File: config.mk
export PLATFORM = sky130hd
export DESIGN_NAME = i2cm_regfront
export DESIGN_NICKNAME = d
export VERILOG_FILES = /design/src/rtl/i2cm_pkg.sv /design/src/rtl/i2cm_fifo.sv /design/src/rtl/i2cm_irq.sv /design/src/rtl/i2cm_regfront.sv
export SDC_FILE = /design/constraint.sdc
export NUM_CORES = 1
export LEC_CHECK = 0
export BUFFER_PORTS_ARGS = -buffer_cell sky130_fd_sc_hd__buf_4
export CORE_AREA = 3 3 115 117
export CTS_BUF_LIST = sky130_fd_sc_hd__clkbuf_4
export CTS_CLUSTER_DIAMETER = 30
export DETAILED_ROUTE_END_ITERATION = 10
export DIE_AREA = 0 0 118 120
export GPL_ROUTABILITY_DRIVEN = 0
export PLACE_DENSITY = 0.82
export SLEW_MARGIN = 10
export SYNTH_ARGS = -nofsm -noshare
export SYNTH_HDL_FRONTEND = slang
export SYNTH_SLANG_ARGS = --single-unit
export TNS_END_PERCENT = 50
File: constraint.sdc
create_clock -name clk -period 2.8 [get_ports clk]
set_input_delay 0.42 -clock clk [delete_from_list [all_inputs] [get_ports clk]]
set_output_delay 0.42 -clock clk [all_outputs]
set_load 0.02 [all_outputs]
File: src/rtl/i2cm_pkg.sv
package i2cm_pkg;

  localparam int ADDR_W = 6;
  localparam int CMD_W  = 10;
  localparam int IRQ_N  = 5;

  localparam logic [ADDR_W-1:0] OFS_CMD = 6'h00;
  localparam logic [ADDR_W-1:0] OFS_RXD = 6'h04;
  localparam logic [ADDR_W-1:0] OFS_CTL = 6'h08;
  localparam logic [ADDR_W-1:0] OFS_IEN = 6'h0C;
  localparam logic [ADDR_W-1:0] OFS_IST = 6'h10;
  localparam logic [ADDR_W-1:0] OFS_STA = 6'h14;
  localparam logic [ADDR_W-1:0] OFS_CLV = 6'h18;
  localparam logic [ADDR_W-1:0] OFS_RLV = 6'h1C;
  localparam logic [ADDR_W-1:0] OFS_SLO = 6'h20;
  localparam logic [ADDR_W-1:0] OFS_SHI = 6'h24;
  localparam logic [ADDR_W-1:0] OFS_HLD = 6'h28;

  // control word, enable in bit 0
  typedef struct packed {
    logic [1:0] rx_thr;
    logic [1:0] cmd_thr;
    logic       fast;
    logic       en;
  } ctrl_t;

  // ready while the queue holds no more than the threshold code
  function automatic logic tx_ready_f(input logic [31:0] lvl, input logic [1:0] code);
    return lvl <= {30'd0, code};
  endfunction

  // ready once the queue holds more than the threshold code
  function automatic logic rx_ready_f(input logic [31:0] lvl, input logic [1:0] code);
    return lvl > {30'd0, code};
  endfunction

endpackage

File: src/rtl/i2cm_fifo.sv
module i2cm_fifo #(
  parameter int W     = 8,
  parameter int DEPTH = 4
) (
  input  logic                         clk,
  input  logic                         rst_n,
  input  logic                         flush,
  input  logic                         push,
  input  logic [W-1:0]                 din,
  input  logic                         pop,
  output logic [W-1:0]                 dout,
  output logic [$clog2(DEPTH+1)-1:0]   lvl,
  output logic                         full,
  output logic                         empty,
  output logic                         drop
);
  localparam int PW    = (DEPTH > 1) ? $clog2(DEPTH) : 1;
  localparam int LVL_W = $clog2(DEPTH+1);

  logic [W-1:0]  mem [DEPTH];
  logic [PW-1:0] wp, rp;
  logic          pop_ok, push_ok;

  function automatic logic [PW-1:0] step(input logic [PW-1:0] p);
    return (p == PW'(DEPTH-1)) ? '0 : p + 1'b1;
  endfunction

  assign full    = (lvl == LVL_W'(DEPTH));
  assign empty   = (lvl == '0);
  assign pop_ok  = pop && !empty;
  assign push_ok = push && (!full || pop_ok);
  assign drop    = push && !push_ok;
  assign dout    = mem[rp];

  always_ff @(posedge clk) begin
    if (push_ok && !flush) mem[wp] <= din;
  end

  always_ff @(posedge clk or negedge rst_n) begin
    if (!rst_n) begin
      wp  <= '0;
      rp  <= '0;
      lvl <= '0;
    end else if (flush) begin
      wp  <= '0;
      rp  <= '0;
      lvl <= '0;
    end else begin
      if (push_ok) wp <= step(wp);
      if (pop_ok)  rp <= step(rp);
      unique case ({push_ok, pop_ok})
        2'b10:   lvl <= lvl + LVL_W'(1);
        2'b01:   lvl <= lvl - LVL_W'(1);
        default: lvl <= lvl;
      endcase
    end
  end

  p_lvl_bound_r4: assert property (@(posedge clk) disable iff (!rst_n)
    lvl <= LVL_W'(DEPTH));
  p_full_drop_r3: assert property (@(posedge clk) disable iff (!rst_n)
    (!flush && full && push && !pop) |=> full);
  p_pop_empty_r4: assert property (@(posedge clk) disable iff (!rst_n)
    (!flush && empty && pop && !push) |=> empty);

endmodule

File: src/rtl/i2cm_irq.sv
module i2cm_irq
  import i2cm_pkg::*;
(
  input  logic             clk,
  input  logic             rst_n,
  input  logic             en,
  input  logic             ev_nack,
  input  logic             ev_arb,
  input  logic             ev_ovf,
  input  logic [2:0]       clr_mask,
  input  logic             tx_rdy,
  input  logic             rx_rdy,
  input  logic [IRQ_N-1:0] ien,
  output logic [IRQ_N-1:0] ist,
  output logic             irq
);
  // sticky[0] nack, sticky[1] arbitration lost, sticky[2] receive overflow
  logic [2:0] sticky;
  logic [2:0] set_v;

  assign set_v = en ? {ev_ovf, ev_arb, ev_nack} : 3'b000;

  always_ff @(posedge clk or negedge rst_n) begin
    if (!rst_n)   sticky <= '0;
    else if (!en) sticky <= '0;
    else          sticky <= (sticky & ~clr_mask) | set_v;
  end

  assign ist = {sticky, rx_rdy, tx_rdy};
  assign irq = |(ist & ien);

  p_event_sets_r8: assert property (@(posedge clk) disable iff (!rst_n)
    (en && ev_nack) |=> ist[2]);
  p_event_wins_r9: assert property (@(posedge clk) disable iff (!rst_n)
    (en && ev_arb && clr_mask[1]) |=> ist[3]);
  p_clear_r9: assert property (@(posedge clk) disable iff (!rst_n)
    (en && clr_mask[0] && !ev_nack) |=> !ist[2]);
  p_off_clears_r11: assert property (@(posedge clk) disable iff (!rst_n)
    !en |=> (ist[4:2] == 3'b000));
  p_quiet_r10: assert property (@(posedge clk) disable iff (!rst_n)
    (ien == '0) |-> !irq);

endmodule

File: src/rtl/i2cm_regfront.sv
module i2cm_regfront
  import i2cm_pkg::*;
#(
  parameter int FIFO_DEPTH = 4,
  parameter int CNT_W      = 16
) (
  input  logic              clk,
  input  logic              rst_n,
  input  logic              bus_wr,
  input  logic              bus_rd,
  input  logic [5:0]        bus_addr,
  input  logic [31:0]       bus_wdata,
  output logic [31:0]       bus_rdata,
  output logic              cmd_valid,
  output logic [9:0]        cmd_word,
  input  logic              cmd_take,
  input  logic              rx_push,
  input  logic [7:0]        rx_byte,
  input  logic              eng_nack,
  input  logic              eng_arb,
  input  logic              eng_busy,
  output logic              core_en,
  output logic              fast_mode,
  output logic [CNT_W-1:0]  scl_low,
  output logic [CNT_W-1:0]  scl_high,
  output logic [CNT_W-1:0]  sda_hold,
  output logic              irq
);
  localparam int LVL_W = $clog2(FIFO_DEPTH+1);

  ctrl_t             ctl;
  logic [IRQ_N-1:0]  ien;
  logic [IRQ_N-1:0]  ist;

  // decoded bus events
  logic wr_cmd, wr_ctl, wr_ien, wr_ist, wr_slo, wr_shi, wr_hld, rd_rxd;
  assign wr_cmd = bus_wr && (bus_addr == OFS_CMD);
  assign wr_ctl = bus_wr && (bus_addr == OFS_CTL);
  assign wr_ien = bus_wr && (bus_addr == OFS_IEN);
  assign wr_ist = bus_wr && (bus_addr == OFS_IST);
  assign wr_slo = bus_wr && (bus_addr == OFS_SLO);
  assign wr_shi = bus_wr && (bus_addr == OFS_SHI);
  assign wr_hld = bus_wr && (bus_addr == OFS_HLD);
  assign rd_rxd = bus_rd && (bus_addr == OFS_RXD);

  logic unused_wdata;
  assign unused_wdata = ^bus_wdata;

  // queue handshakes
  logic             flush;
  logic             cmd_push, rx_in, rx_pop;
  logic [LVL_W-1:0] cmd_lvl, rx_lvl;
  logic             cmd_full, cmd_empty, cmd_drop;
  logic             rx_full, rx_empty, rx_drop;
  logic [7:0]       rx_head;
  logic [CMD_W-1:0] cmd_head;

  assign flush    = !ctl.en;
  assign cmd_push = wr_cmd && ctl.en;
  assign rx_in    = rx_push && ctl.en;
  assign rx_pop   = rd_rxd && ctl.en;

  i2cm_fifo #(.W(CMD_W), .DEPTH(FIFO_DEPTH)) u_cmdq (
    .clk(clk), .rst_n(rst_n), .flush(flush),
    .push(cmd_push), .din(bus_wdata[CMD_W-1:0]),
    .pop(cmd_take), .dout(cmd_head), .lvl(cmd_lvl),
    .full(cmd_full), .empty(cmd_empty), .drop(cmd_drop)
  );

  i2cm_fifo #(.W(8), .DEPTH(FIFO_DEPTH)) u_rxq (
    .clk(clk), .rst_n(rst_n), .flush(flush),
    .push(rx_in), .din(rx_byte),
    .pop(rx_pop), .dout(rx_head), .lvl(rx_lvl),
    .full(rx_full), .empty(rx_empty), .drop(rx_drop)
  );

  assign cmd_valid = ctl.en && !cmd_empty;
  assign cmd_word  = cmd_head;

  // threshold flags
  logic tx_rdy, rx_rdy;
  assign tx_rdy = tx_ready_f(32'(cmd_lvl), ctl.cmd_thr);
  assign rx_rdy = rx_ready_f(32'(rx_lvl),  ctl.rx_thr);

  i2cm_irq u_irq (
    .clk(clk), .rst_n(rst_n), .en(ctl.en),
    .ev_nack(eng_nack), .ev_arb(eng_arb), .ev_ovf(rx_drop),
    .clr_mask(wr_ist ? bus_wdata[4:2] : 3'b000),
    .tx_rdy(tx_rdy), .rx_rdy(rx_rdy),
    .ien(ien), .ist(ist), .irq(irq)
  );

  // configuration registers
  always_ff @(posedge clk or negedge rst_n) begin
    if (!rst_n) begin
      ctl      <= '0;
      ien      <= '0;
      scl_low  <= '0;
      scl_high <= '0;
      sda_hold <= '0;
    end else begin
      if (wr_ctl) ctl      <= ctrl_t'(bus_wdata[5:0]);
      if (wr_ien) ien      <= bus_wdata[IRQ_N-1:0];
      if (wr_slo) scl_low  <= bus_wdata[CNT_W-1:0];
      if (wr_shi) scl_high <= bus_wdata[CNT_W-1:0];
      if (wr_hld) sda_hold <= bus_wdata[CNT_W-1:0];
    end
  end

  assign core_en   = ctl.en;
  assign fast_mode = ctl.fast;

  // read multiplexer
  always_comb begin
    bus_rdata = '0;
    unique case (bus_addr)
      OFS_RXD: bus_rdata = rx_empty ? 32'd0 : 32'(rx_head);
      OFS_CTL: bus_rdata = 32'(ctl);
      OFS_IEN: bus_rdata = 32'(ien);
      OFS_IST: bus_rdata = 32'(ist);
      OFS_STA: bus_rdata = {31'd0, eng_busy};
      OFS_CLV: bus_rdata = 32'(cmd_lvl);
      OFS_RLV: bus_rdata = 32'(rx_lvl);
      OFS_SLO: bus_rdata = 32'(scl_low);
      OFS_SHI: bus_rdata = 32'(scl_high);
      OFS_HLD: bus_rdata = 32'(sda_hold);
      default: bus_rdata = '0;
    endcase
  end

  p_disabled_flush_r11: assert property (@(posedge clk) disable iff (!rst_n)
    !ctl.en |=> (cmd_lvl == '0) && (rx_lvl == '0));
  p_cmd_take_r2: assert property (@(posedge clk) disable iff (!rst_n)
    (cmd_valid && cmd_take && !cmd_push) |=> (cmd_lvl == $past(cmd_lvl) - LVL_W'(1)));
  p_cmd_drop_r3: assert property (@(posedge clk) disable iff (!rst_n)
    cmd_drop |-> (cmd_full && !cmd_take));
  p_ovf_flag_r5: assert property (@(posedge clk) disable iff (!rst_n)
    (rx_in && rx_full && !rx_pop) |=> ist[4]);

endmodule

==> results by stage <==
Outcome:
- The run finished with clean final reports.

Placed design:
- Detailed placement finished with a half-perimeter wire length of 11320 µm.
- The pre-CTS setup slack is 0.2286 ns.
- The post-placement cell area is 7898 µm².
- Buffers placed on the I/O ports in this run total 116.

GRT:
- The first global-routing pass estimated 25430 µm of wire.
- For this run, the total global-route usage over all layers was measured as 0.2347.
- The initial antenna violation count is 0.
- The number of global-route vias before repair came to 4663.
- The total overflow left after global routing is 0.
- The largest net degree at the start of global routing is 77.

Routing:
- For this run, the detailed router's first-pass iteration total came to 6.
- After the first detailed-routing iteration, the DRC count stood at 437.
- The count of nets left with antenna violations once routing finished came out at 0.
- The number of vias per cell after detailed routing is 5.810.
- Dividing the detail-routed wire length by the instance count gives 20.61 µm.
- The total wire length is 16340 µm.
- The count of vias placed by the detailed router is 4607.
- The detailed-route DRC error count is 0.

Power:
- The internal power summed over all cells is 3422 µW.
- Summed over all cells, the static leakage comes to 0.003686 µW.
- The logic gate share of total power is 0.150.
- The net switching fraction of the power is 0.2682.
- The share of total power dissipated in the clock network is 0.312.
- The register share of total power is 0.538.
- The worst-case vdd ir drop is 0.4398 mV.
- Power spread over the standard cell area amounts to 561.1 nW/µm².
- The total net switching power is 1254 µW.

Die:
- The floorplan has 41 rows.
- The die is 118 µm wide.
- The die span in y is 120 µm.
- The die covers 14160 µm².
- The starting density of the core is 0.5468.
- The core outline area is 12470 µm².
- The I/O pin total is 149.

STA:
- Setup repair after global routing left no endpoint under its margin.
- After routing, the total negative slack on setup checks comes to 0 ns.
- The number of max-slew violations in the final report is 0.
- Timing would allow up to 375.8 MHz.
- The final hold violation count is 0.
- For the pin with the worst max-slew slack, the measured transition is 0.9663 ns.
- The worst setup margin is 0.1393 ns.
- The clock skew after layout is 0.01277 ns.
- Setup violations remaining at the end of the flow were counted as 0.
- The worst slew margin relative to its limit is 0.3558.
- The minimum clock period after layout is 2.661 ns.
- The worst hold slack after final layout is 0.01211 ns.
- The post-route fraction of the period consumed by the critical path is 0.9503.

Synthesis:
- The number of enable-type register cells in the synthesized netlist is 72.
- Of the total synthesized cell area, the portion taken by AND, OR, NAND and NOR gates is 0.07966.
- The gate count of the mapped netlist is 467.
- For this run, the register share of the synthesized area comes to 0.5962.
- The async set or reset register ratio after synthesis is 0.5135.
- The proportion of synthesized area in mux cells is 0.1802.
- The number of library cell types mapped by synthesis is 58.
- The synthesized design contains 148 register bits.
- The Yosys warning count is 0.
- The adder and majority gate portion of the synthesized area is 0.02974.
- The combinational family with the most area after synthesis is multiplexers.
- The mapped netlist covers 6817 µm².
- Of the total synthesized cell area, the portion taken by XOR and XNOR cells is 0.003855.
- The mean instance size in the synthesized netlist is 14.60 µm².
- The compound-cell area share of the yosys netlist came to 0.06535.
- The commonest register cell after synthesis is sky130_fd_sc_hd__dfrtp_1.

Clocking:
- The number of levels the H-tree was split into is 4.
- Buffers inserted to repair hold after CTS numbered 0.
- The CTS buffer count is 17.
- TritonCTS built the clock tree.
- The clock-pin slew on the worst setup and hold paths is 0.12 ns.
- The later pin in the worst-skew pair is clocked with a latency of 0.55 ns.
- CTS placed an instance of sky130_fd_sc_hd__clkbuf_4 at the clock tree root.
- The maximum count of clock buffers along a single path is 2.
- The count of clock tree sinks is 148.

Critical path:
- The signal on the critical path passes through mux4_2, a22oi_1, nand3_1, buf_4.
- The worst setup path is launched from a flip-flop.
- Data on the critical path is required at its endpoint by 2.38 ns.
- On the critical path, the stage with the largest delay is an instance of sky130_fd_sc_hd__mux4_2.
- Data on the critical path arrives at its endpoint at 2.24 ns.
- The largest incremental delay on the critical path is 0.56 ns.
- The kind of end point of the critical path is an output port.
- The maximum net fanout on the critical path is 7.
- The worst setup path category is reg -> out.

Layout:
- The final net count is 678.
- In the final layout, the share of cells above drive strength 1 is 0.4364.
- Summing all non-filler instances in the final layout gives an area of 8333 µm².
- The growth of design area from synthesis to finish is 22.25%.
- For this run, the share of the core covered by cells in the final layout is 0.6685.
- The number of antenna diodes in the final layout is 0.

Run:
- The max-capacitance violation count is 0.

Min path:
- The path class of the tightest hold or removal check is in -> async.
## layer usage
metal / routed length, µm / part of all wire / global-route usage
met5: 0 / 0 / 0
met4: 351 / 0.021 / 0.07692
met1: 6623 / 0.41 / 0.2943
met2: 8531 / 0.52 / 0.4021
met3: 835 / 0.051 / 0.05985
## cells by family (layout without fill, tap and decap cells)
logic type,count (synthesis),after routing
other,1,16
and+or+nand+nor,93,93
xor gates and xnor gates,3,3
DFF,148,148
AOI/OAI and AO/OA,57,57
muxes,89,89
buffers and inverters,61,200
adders and majority gates,15,15
## worst max-delay path: cells and delay by family (launching register included)
kind / cells / cell delay (ns)
mux: 1 / 0.56
flops: 1 / 0.52
simple gates: 1 / 0.13
buf+inv: 1 / 0.19
compound gates: 1 / 0.28
## state kept, by name, summed over array words and instances, names as in the netlist
name / flops
ien: 5
u_rxq.lvl: 3
scl_high: 16
sda_hold: 16
fast_mode: 1
u_rxq.rp: 2
u_cmdq.rp: 2
u_rxq.wp: 2
u_cmdq.lvl: 3
u_cmdq.wp: 2
scl_low: 16
core_en: 1
u_rxq.mem: 32
u_irq.sticky: 3
u_cmdq.mem: 40
ctl: 4
## cell type report
cell class | count | area, µm²
clock buffer | 17 | 127.6
clock inverter | 15 | 187.7
fill | 883 | 4133
inverter | 25 | 93.84
multi-input combinational | 273 | 2549
sequential | 148 | 4070
tap | 172 | 215.2
timing repair buffer | 143 | 1090
## metrics by stage
stage          std cells  power, µW
2_1_floorplan        482       2910
3_3_place_gp         752       3208
3_5_place_dp         752       3235
4_1_cts              787       4679
5_1_grt              793       4852
6_report             793       4675
## power groups by stage
stage | clock, µW | sequential, µW | combinational (µW)
2_1_floorplan | 0 | 2650 | 260
3_3_place_gp | 0 | 2550 | 659
3_5_place_dp | 0 | 2560 | 678
4_1_cts | 1480 | 2510 | 690
5_1_grt | 1570 | 2530 | 749
6_report | 1460 | 2510 | 702
## cell usage in the layout, fill, tap and decap left out, drive strengths merged, types with 4 or more instances in the layout
cell	Yosys	final
clkinv	0	8
clkbuf	9	17
mux2	60	60
a21oi	6	6
a22oi	4	4
a222oi	14	14
and3	6	6
ha	13	13
a221oi	4	4
dfrtp	76	76
bufinv	0	4
nor2	12	12
inv	25	26
and2	6	6
a21boi	4	4
mux2i	11	11
o31ai	7	7
nand2	29	29
o21ai	4	4
conb	1	16
nor3	11	11
buf	27	143
mux4	18	18
nand3	10	10
edfxtp	72	72
## worst paths after layout
kind                            slack [ns]              end    startpoint  cells past startpoint
worst min register to register        0.56     scl_high[15]  scl_high[15]                      1
worst max register to register        0.36     u_rxq.lvl[2]  u_rxq.lvl[1]                      7
min in group clk                      0.06  u_rxq.mem[3][3]    rx_byte[3]                      1
max in group asynchronous             2.12      u_rxq.rp[0]         rst_n                      1
worst max-delay path                  0.14     bus_rdata[2]   u_rxq.rp[0]                      4
worst min-delay path                  0.01      sda_hold[8]         rst_n                      1
## what timing repair did
item / CTS / global route
endpoints found under the setup margin: 6 / 6
setup buffers: 3 / 7
resized for setup: 6 / 7
pin swaps: 0 / 5
## cell usage after synthesis (3+ instances only)
master	n	area, µm²
sky130_fd_sc_hd__o21ai_0	4	20.02
sky130_fd_sc_hd__a222oi_1	14	140.1
sky130_fd_sc_hd__dfrtp_1	76	1902
sky130_fd_sc_hd__and3_1	6	37.54
sky130_fd_sc_hd__edfxtp_1	72	2162
sky130_fd_sc_hd__ha_1	13	162.7
sky130_fd_sc_hd__o21a_1	3	22.52
sky130_fd_sc_hd__buf_2	5	25.02
sky130_fd_sc_hd__clkbuf_1	9	33.78
sky130_fd_sc_hd__mux2i_1	11	110.1
sky130_fd_sc_hd__nand2b_1	3	18.77
sky130_fd_sc_hd__a21o_1	3	22.52
sky130_fd_sc_hd__a21boi_0	4	30.03
sky130_fd_sc_hd__nor2_1	10	37.54
sky130_fd_sc_hd__mux4_2	18	405.4
sky130_fd_sc_hd__inv_1	25	93.84
sky130_fd_sc_hd__o31ai_1	7	52.55
sky130_fd_sc_hd__nor3_1	10	50.05
sky130_fd_sc_hd__a22oi_1	4	30.03
sky130_fd_sc_hd__mux2_2	50	563.0
sky130_fd_sc_hd__mux2_4	10	150.1
sky130_fd_sc_hd__a221oi_1	4	35.03
sky130_fd_sc_hd__buf_1	5	18.77
sky130_fd_sc_hd__nand3_1	9	45.04
sky130_fd_sc_hd__a21oi_1	6	30.03
sky130_fd_sc_hd__and2_1	6	37.54
sky130_fd_sc_hd__nand2_1	26	97.59
sky130_fd_sc_hd__buf_4	16	120.1
(Power assumes the default switching activity.)
